**src/rtl/h3_pkg.sv**
```systemverilog
package h3_pkg;
    localparam int ADDR_W = 32;
    localparam int ROW_W  = $clog2(ADDR_W);
    localparam int KEY_LO = 8;
    localparam int KEY_W  = 16;
    localparam int NBANK  = 2;

    localparam int MULT_B0 = 157;
    localparam int MULT_B1 = 59;

    function automatic logic [31:0] default_row(input int bank, input int row);
        int mult;
        mult = (bank == 0) ? MULT_B0 : MULT_B1;
        return 32'((2 * row + 1) * mult);
    endfunction
endpackage

```
**src/rtl/h3_row_store.sv**
```systemverilog
module h3_row_store
    import h3_pkg::*;
#(
    parameter int IDX_W = 8,
    parameter int BANK  = 0
) (
    input  logic                           clk,
    input  logic                           rst_n,
    input  logic                           wr_en_i,
    input  logic [ROW_W-1:0]               wr_row_i,
    input  logic [IDX_W-1:0]               wr_data_i,
    output logic [ADDR_W-1:0][IDX_W-1:0]   rows_o
);
    logic [ADDR_W-1:0][IDX_W-1:0] rows_d, rows_q;

    always_comb begin
        rows_d = rows_q;
        if (wr_en_i) begin
            rows_d[wr_row_i] = wr_data_i;
        end
    end

    always_ff @(posedge clk) begin
        if (!rst_n) begin
            for (int r = 0; r < ADDR_W; r++) begin
                rows_q[r] <= IDX_W'(default_row(BANK, r));
            end
        end else begin
            rows_q <= rows_d;
        end
    end

    assign rows_o = rows_q;

    // a write lands in the addressed row
    assert_write_lands_R6: assert property (@(posedge clk) disable iff (!rst_n)
        wr_en_i |=> rows_q[$past(wr_row_i)] == $past(wr_data_i));

    // without a write to this bank the matrix is untouched
    assert_rows_stable_R6: assert property (@(posedge clk) disable iff (!rst_n)
        !wr_en_i |=> $stable(rows_q));
endmodule

```
**src/rtl/h3_hash_core.sv**
```systemverilog
module h3_hash_core
    import h3_pkg::*;
#(
    parameter int IDX_W = 8
) (
    input  logic [ADDR_W-1:0]               addr_i,
    input  logic                            full_key_i,
    input  logic [ADDR_W-1:0][IDX_W-1:0]    rows_i,
    output logic [IDX_W-1:0]                idx_o
);
    logic [ADDR_W-1:0] gate;

    generate
        for (genvar r = 0; r < ADDR_W; r++) begin : g_gate
            if (r < KEY_W) begin : g_key
                assign gate[r] = full_key_i ? addr_i[r] : addr_i[KEY_LO + r];
            end else begin : g_wide
                assign gate[r] = full_key_i & addr_i[r];
            end
        end
    endgenerate

    always_comb begin
        idx_o = '0;
        for (int r = 0; r < ADDR_W; r++) begin
            idx_o = idx_o ^ (rows_i[r] & {IDX_W{gate[r]}});
        end
    end
endmodule

```
**src/rtl/h3_index_unit.sv**
```systemverilog
module h3_index_unit
    import h3_pkg::*;
#(
    parameter int IDX_W = 8
) (
    input  logic              clk,
    input  logic              rst_n,
    input  logic              full_key,
    input  logic              wr_en,
    input  logic              wr_bank,
    input  logic [ROW_W-1:0]  wr_row,
    input  logic [IDX_W-1:0]  wr_data,
    input  logic              in_valid,
    input  logic [ADDR_W-1:0] in_addr,
    output logic              out_valid,
    output logic [IDX_W-1:0]  out_idx0,
    output logic [IDX_W-1:0]  out_idx1
);
    typedef struct packed {
        logic             valid;
        logic [IDX_W-1:0] idx0;
        logic [IDX_W-1:0] idx1;
    } out_t;

    logic [ADDR_W-1:0][IDX_W-1:0] rows   [NBANK];
    logic [IDX_W-1:0]             idx_c  [NBANK];

    generate
        for (genvar b = 0; b < NBANK; b++) begin : g_bank
            h3_row_store #(.IDX_W(IDX_W), .BANK(b)) u_store (
                .clk      (clk),
                .rst_n    (rst_n),
                .wr_en_i  (wr_en && (wr_bank == 1'(b))),
                .wr_row_i (wr_row),
                .wr_data_i(wr_data),
                .rows_o   (rows[b])
            );
            h3_hash_core #(.IDX_W(IDX_W)) u_hash (
                .addr_i    (in_addr),
                .full_key_i(full_key),
                .rows_i    (rows[b]),
                .idx_o     (idx_c[b])
            );
        end
    endgenerate

    out_t out_d, out_q;

    always_comb begin
        out_d       = out_q;
        out_d.valid = in_valid;
        if (in_valid) begin
            out_d.idx0 = idx_c[0];
            out_d.idx1 = idx_c[1];
        end
    end

    always_ff @(posedge clk) begin
        if (!rst_n) out_q <= '0;
        else        out_q <= out_d;
    end

    assign out_valid = out_q.valid;
    assign out_idx0  = out_q.idx0;
    assign out_idx1  = out_q.idx1;

    // valid follows the request by one cycle
    assert_valid_set_R8: assert property (@(posedge clk) disable iff (!rst_n)
        in_valid |=> out_valid);
    assert_valid_clr_R8: assert property (@(posedge clk) disable iff (!rst_n)
        !in_valid |=> !out_valid);

    // indices hold while no request is present
    assert_idx_hold_R9: assert property (@(posedge clk) disable iff (!rst_n)
        !in_valid |=> ($stable(out_idx0) && $stable(out_idx1)));

    // an all-zero 16-bit key hashes to zero in both banks
    assert_zero_key_R11: assert property (@(posedge clk) disable iff (!rst_n)
        (in_valid && !full_key && (in_addr[KEY_LO+KEY_W-1:KEY_LO] == '0))
        |=> (out_idx0 == '0 && out_idx1 == '0));
endmodule

```
**config.mk**
```make
export PLATFORM = sky130hd
export DESIGN_NAME = h3_index_unit
export DESIGN_NICKNAME = d
export VERILOG_FILES = /design/src/rtl/h3_pkg.sv /design/src/rtl/h3_row_store.sv /design/src/rtl/h3_hash_core.sv /design/src/rtl/h3_index_unit.sv
export SDC_FILE = /design/constraint.sdc
export NUM_CORES = 2
export LEC_CHECK = 0
export ABC_CLOCK_PERIOD_IN_PS = 2200
export BUFFER_PORTS_ARGS = -buffer_cell sky130_fd_sc_hd__buf_2
export CORE_MARGIN = 10
export CORE_UTILIZATION = 57
export CTS_CLUSTER_SIZE = 40
export DETAILED_ROUTE_END_ITERATION = 8
export GPL_ROUTABILITY_DRIVEN = 0
export GPL_TIMING_DRIVEN = 0
export PLACE_DENSITY = 0.84
export SYNTH_ARGS = -nofsm -noshare
export SYNTH_HDL_FRONTEND = slang
export SYNTH_SLANG_ARGS = --single-unit
```
**constraint.sdc**
```tcl
create_clock -name clk -period 2.2 [get_ports clk]
set_input_delay 0.33 -clock clk [delete_from_list [all_inputs] [get_ports clk]]
set_output_delay 0.33 -clock clk [all_outputs]
set_load 0.02 [all_outputs]
```
# Yosys cells after proc, flatten, opt, wreduce, memory -nomap -nowiden
# Index checks and enable logic that the tools add are counted.
[totals]
reg_bits = 529
input_bits = 51
elab_cells = 235
[classes]
n_lt_le_gt_ge = 2
n_mux = 20
n_bitwise = 143
reduce_logical = 3
[op_table]
columns = ["cell", "n"]
rows = [
  ["8-bit AND", 64],
  ["256-bit bitwise mux", 2],
  ["8-bit XOR", 62],
  ["8-bit demux with 5-bit select", 1],
  ["1-bit AND", 16],
  ["1-bit 2-to-1 mux", 16],
  ["8-bit 2-to-1 mux", 1],
  ["5-bit by 6-bit < comparator with 1-bit output, second input constant", 1],
  ["5-bit by 1-bit >= comparator with 1-bit output, second input constant", 1],
  ["1-bit logical AND", 3],
  ["1-bit NOT", 1],
]

# Logic depth before layout (Yosys ltp)
[logic_depth]
depth_word = 33
mapped_depth = 12
depth_no_buf = 9

# Modules after synthesis
# From an unflattened synthesis, not the netlist that was laid out.
[unflattened]
hier_cells = 3216
area_unflattened_um2 = 28259.6
[modules_own_cells]
columns = ["mod", "n_inst", "cells_per_inst", "area_each_um2", "seq_area_each_um2"]
rows = [
  ["h3_row_store (g_bank[0].u_store)", 1, 923, 9760.6, 5124.9],
  ["h3_row_store (g_bank[1].u_store)", 1, 940, 9718.1, 5124.9],
  ["h3_hash_core", 2, 649, 4062.6, 0.0],
  ["h3_index_unit", 1, 55, 655.6, 340.3],
]

# Worst setup path after synthesis
# No wires, ideal clock.
[synth_timing]
path_kind = "in2reg"
from = "in full_key"
to = "reg out_q (netlist bit out_idx1[4])"
setup_time_ps = 132
arrival_ps = 2123
setup_slack_ps = -55
path_stages = 12
n_path_buf = 3
cell_sequence = "buf_6 buf_6 buf_6 or3b_1 and2_4 o21ai_1 a22oi_1 xor2_1 xnor2_1 xnor2_1 xnor2_1 a21oi_1"
[synth_between]
elab_chain_len = 33
elab_cells_between_ends = 95
[synth_rtl]
columns = ["element", "line", "text"]
rows = [
  ["start, declared", "h3_index_unit.sv:8", "input logic full_key,"],
  ["1-bit 2-to-1 mux", "h3_hash_core.sv:16", "assign gate[r] = full_key_i ? addr_i[r] : addr_i[KEY_LO + r];"],
  ["8-bit AND", "h3_hash_core.sv:26", "idx_o = idx_o ^ (rows_i[r] & {IDX_W{gate[r]}});"],
  ["8-bit XOR (30 in a row)", "h3_hash_core.sv:26", ""],
  ["8-bit XOR *", "h3_hash_core.sv:26", ""],
  ["end signal, assigned", "h3_index_unit.sv:60", "else out_q <= out_d;"],
  ["end, declared", "h3_index_unit.sv:47", "out_t out_d, out_q;"],
]
# Mark *: on every way between the ends. The rest lies on a longest branch, timed or not.
# A chain may end at the register's enable or synchronous reset.

# Worst setup path after layout
[layout_timing]
from = "reg g_bank[0].u_store.rows_q (netlist bit g_bank[0].u_store.rows_o[219])"
to = "reg out_q (netlist bit out_idx0[3])"
[layout_between]
elab_chain_len = 6
[layout_rtl]
columns = ["element", "line", "text"]
rows = [
  ["start, declared", "h3_row_store.sv:14", "logic [ADDR_W-1:0][IDX_W-1:0] rows_d, rows_q;"],
  ["start signal, assigned by index", "h3_row_store.sv:26", "rows_q[r] <= IDX_W'(default_row(BANK, r));"],
  ["start signal, assigned", "h3_row_store.sv:29", "rows_q <= rows_d;"],
  ["8-bit AND", "h3_hash_core.sv:26", ""],
  ["8-bit XOR (5 in a row)", "h3_hash_core.sv:26", ""],
]
# Every way passes these cells.

==> results by group <==
Outcome
  – Result of the run: complete, but fails checks
  – Violations in the final reports: negative setup slack

Place
  – HPWL after detailed placement: 75.2 mm
  – Post-Place Setup Slack: -1.27 ns
  – Buffers added on ports: 47

Global routing
  – Initial antenna violation count: 3
  – Number of global-route vias before repair: 25.7k
  – Total overflow reported by the global router: 0
  – Combined global-route utilization of all metal layers: 37.0%
  – First-pass GRT wire length: 157 mm
  – Pin count of the biggest net entering global routing: 14

Clocking
  – Clock sink count: 529
  – Buffers from clock root to sink, at most: 3
  – CTS Buf Count: 54
  – Clock H-tree levels: 2
  – Clock tree root driver cell: clkbuf_16
  – CTS tree: built
  – Clock transition at the register clock pins on the worst setup and hold paths after CTS: 0.06 ns
  – Latest clock arrival within the worst-skew pair: 0.64 ns

Job
  – Count of max-cap constraint violations: 0

Timing
  – Final slew viol count: 0
  – Setup-failing EPs final: 6
  – Headroom to the max-slew limit: 8.14%
  – Worst Tran Pin Value: 1.38 ns
  – Fin worst setup slack: -0.0457 ns
  – Skew final: 0.0222 ns
  – Clock period minus final worst setup slack: 2.25 ns
  – Timing-limited maximum frequency: 0.445 GHz
  – Final hold vios: 0
  – Unrepaired setup endpoints after global routing: yes
  – Share of the cycle needed by the critical path after routing: 102%
  – Hold slack final: 0.279 ns

Route
  – DRT antenna net count: 0
  – Drt first pass iters: 9
  – Via Count: 27.8k
  – Final wirelength: 109 mm
  – Residual DRC: 0
  – Via-per-instance ratio: 6.41
  – Count of routing violations after the opening detailed-route iteration: 5028
  – Final routed wire length divided by cell count: 25.1 µm

Yosys
  – Top-area cell type share of the netlist area: 39.7%
  – Cell type with the largest total area after synthesis: dfxtp_1
  – Post-synthesis sequential area ratio: 39.7%
  – Cell count after synthesis: 3591
  – Synth top area cells: dfxtp_1, nand2_1, xnor2_1
  – Count of unique library cells instantiated by Yosys: 50
  – Number of synthesized flops with an enable pin: 0
  – Count of state elements after synthesis: 529
  – Async set or reset register ratio after synthesis: 0%
  – Syn_nets: 3642
  – Syn Std Cell Area: 0.0266 mm²
  – Average footprint of a synthesized cell: 7.42 µm²
  – Post-synth top flop: dfxtp_1
  – Number of warnings reported in the yosys synthesis log: 0

Cells and area
  – Fraction of layout instances using a drive strength above 1: 7.55%
  – Fillcell total: 3787
  – Growth of design area from synthesis to finish: 12.5%
  – Post-layout nets: 3746
  – Post-layout utilization of the core: 64.7%

Floorplanning
  – Row count: 79
  – Die H: 236 µm
  – Initial standard-cell utilization of the core: 57.5%
  – Overall die width: 236 µm
  – Die outline area: 0.0558 mm²
  – Core Region: 0.0464 mm²
  – Top-level I/O count: 68

Setup path
  – Cell depth of the worst flop-to-flop path: 9
  – FF-to-FF setup slack: -0.05 ns
  – WP data required: 2.74 ns
  – Worst flop-to-flop path endpoint: out_idx0[3]$_SDFFE_PN0P_
  – Kind of start point of the critical path: register
  – Category of the worst setup path capture point: register
  – Critical path type: register to register
  – Reg-to-reg startpoint: g_bank[0].u_store.rows_o[219]$_SDFFE_PN1P_
  – Crit path DAT: 2.78 ns
  – Worst Path Max Fanout: 2

Min path
  – Cell count of the worst hold path: 3
  – Kind of path behind the tightest hold check: primary input to register
  – Worst-case hold path end point: out_idx0[7]$_SDFFE_PN0P_
  – Critical hold path startpoint: in_valid

Power and ir drop
  – Worst IR drop on VDD: 0.000780 V
  – P per Cell Area: 806 mW/mm²
  – Leakage: 0.0120 µW
critical path, stage by stage, from the launching register on:
cell and delay [ns]:
dfxtp_1 0.35, nand2_1 0.07, xor2_1 0.42, nand2_1 0.12, xnor2_1 0.26, xnor2_2 0.18
xnor2_1 0.13, xnor2_1 0.35, nand2_1 0.10, o211a_1 0.14
state kept, by name, summed over array words and instances, names as in the netlist:
name                   cells
out_idx0                   8
g_bank.u_store.rows_o    512
out_idx1                   8
out_valid                  1
worst max path at each step:
stage | end | from
3_5_place_dp | out_idx0[0]$_SDFFE_PN0P_ | in_addr[18]
6_report | out_idx0[3]$_SDFFE_PN0P_ | g_bank[0].u_store.rows_o[219]$_SDFFE_PN1P_
2_1_floorplan | out_idx1[4]$_SDFFE_PN0P_ | full_key
4_1_cts | out_idx1[5]$_SDFFE_PN0P_ | g_bank[1].u_store.rows_o[197]$_SDFFE_PN0P_
5_1_grt | out_idx1[6]$_SDFFE_PN0P_ | g_bank[1].u_store.rows_o[134]$_SDFFE_PN0P_
3_3_place_gp | out_idx0[0]$_SDFFE_PN0P_ | in_addr[18]
stage by stage:
stage	instance area [µm²]	power [µW]	std cells	setup TNS [ns]
after floorplan	26700	12800	3591	-0.000964
after global placement	27600	14100	4245	-185.69
after detailed placement	27700	14200	4245	-104.86
after CTS	29600	23500	4341	0
after global routing	30000	24400	4343	-0.198
final	30000	24100	4344	-0.162
cells in the mapped netlist, types with 5 or more instances:
cell type  count
dfxtp_1      529
buf_2         20
nand3_1      304
buf_6          5
xor2_1        83
nor2_1        78
or2_2          7
nor3b_1        5
xnor3_1        6
nand2_1     1540
mux2_2        15
inv_1          9
or3b_2         5
buf_4          6
nand3b_1       8
o211ai_1      19
buf_1         17
xnor2_1      357
a21boi_0     226
nor2b_1       11
and2_1         7
o221ai_1       6
a221oi_1       8
o21ai_0       57
or3b_1         5
and3b_1        5
a22oi_1       35
a21oi_1       18
mux2i_1       14
clkbuf_1     147
routing by layer:
metal | up-vias | share of wire [%] | track usage (%)
li1 | 11800 | - | -
met1 | 12700 | 33 | 43.2
met2 | 2574 | 39 | 51.2
met3 | 762 | 18 | 17.7
met4 | 4 | 9.7 | 28.0
met5 | - | 0.079 | 1.60
layout by cell type (no fill, tap or decap), drive strengths merged, types with 3 or more instances in the layout:
master and count:
a21boi 226, clkinv 11, o21ai 60, mux2 16, o21a 3, clkbuf 234
o211ai 19, nor2 78, xnor2 358, nand2 1540, and3b 5, nand2b 4
o22ai 4, mux2i 18, nand3b 8, nor3 3, and2 9, or2 7
nand3 304, or3 3, a21oi 18, xnor3 6, dfxtp 529, o221ai 6
nor3b 5, inv 11, buf 91, a22oi 37, a32oi 3, xor2 83
or3b 10, a221oi 8, nor2b 11
repair_timing:
item | 4_1_cts | 5_1_grt
hold buffers | 0 | 0
buffers inserted | 0 | 2
cloned | 0 | 0
endpoints found under the setup margin | 79 | 32
gates resized for setup | 46 | 76
pin swaps | 5 | 24
cell type report:
| class | count | area (µm²) | area share, % |
|---|---|---|---|
| tap | 607 | 759 | 2.53 |
| timing repair buffer | 49 | 253 | 0.843 |
| sequential | 529 | 10600 | 35.3 |
| buffer | 194 | 943 | 3.15 |
| clock inverter | 15 | 133 | 0.443 |
| clock buffer | 82 | 1670 | 5.56 |
| multi-input combinational | 2858 | 15600 | 52.0 |
| inverter | 9 | 33.8 | 0.113 |
| antenna | 1 | 2.50 | 0.00835 |
cells by family (layout without fill, tap and decap cells):
logic type / after synthesis / after routing / synth area share [%]
buffers and inverters: 204 / 349 / 3.19
flip-flops: 529 / 529 / 39.7
other: 0 / 1 / 0
AND/OR/NAND/NOR: 1989 / 1989 / 30.3
XOR/XNOR: 447 / 447 / 15.0
AO/OA/AOI/OAI: 388 / 388 / 10.3
multiplexers: 34 / 34 / 1.46
power by group:
group | internal (µW) | switching (µW) | total (µW)
clock network | 5430 | 4130 | 9560
logic | 1740 | 3030 | 4780
registers | 9730 | 82.7 | 9810
total | 16900 | 7240 | 24100
(Power assumes the default switching activity.)
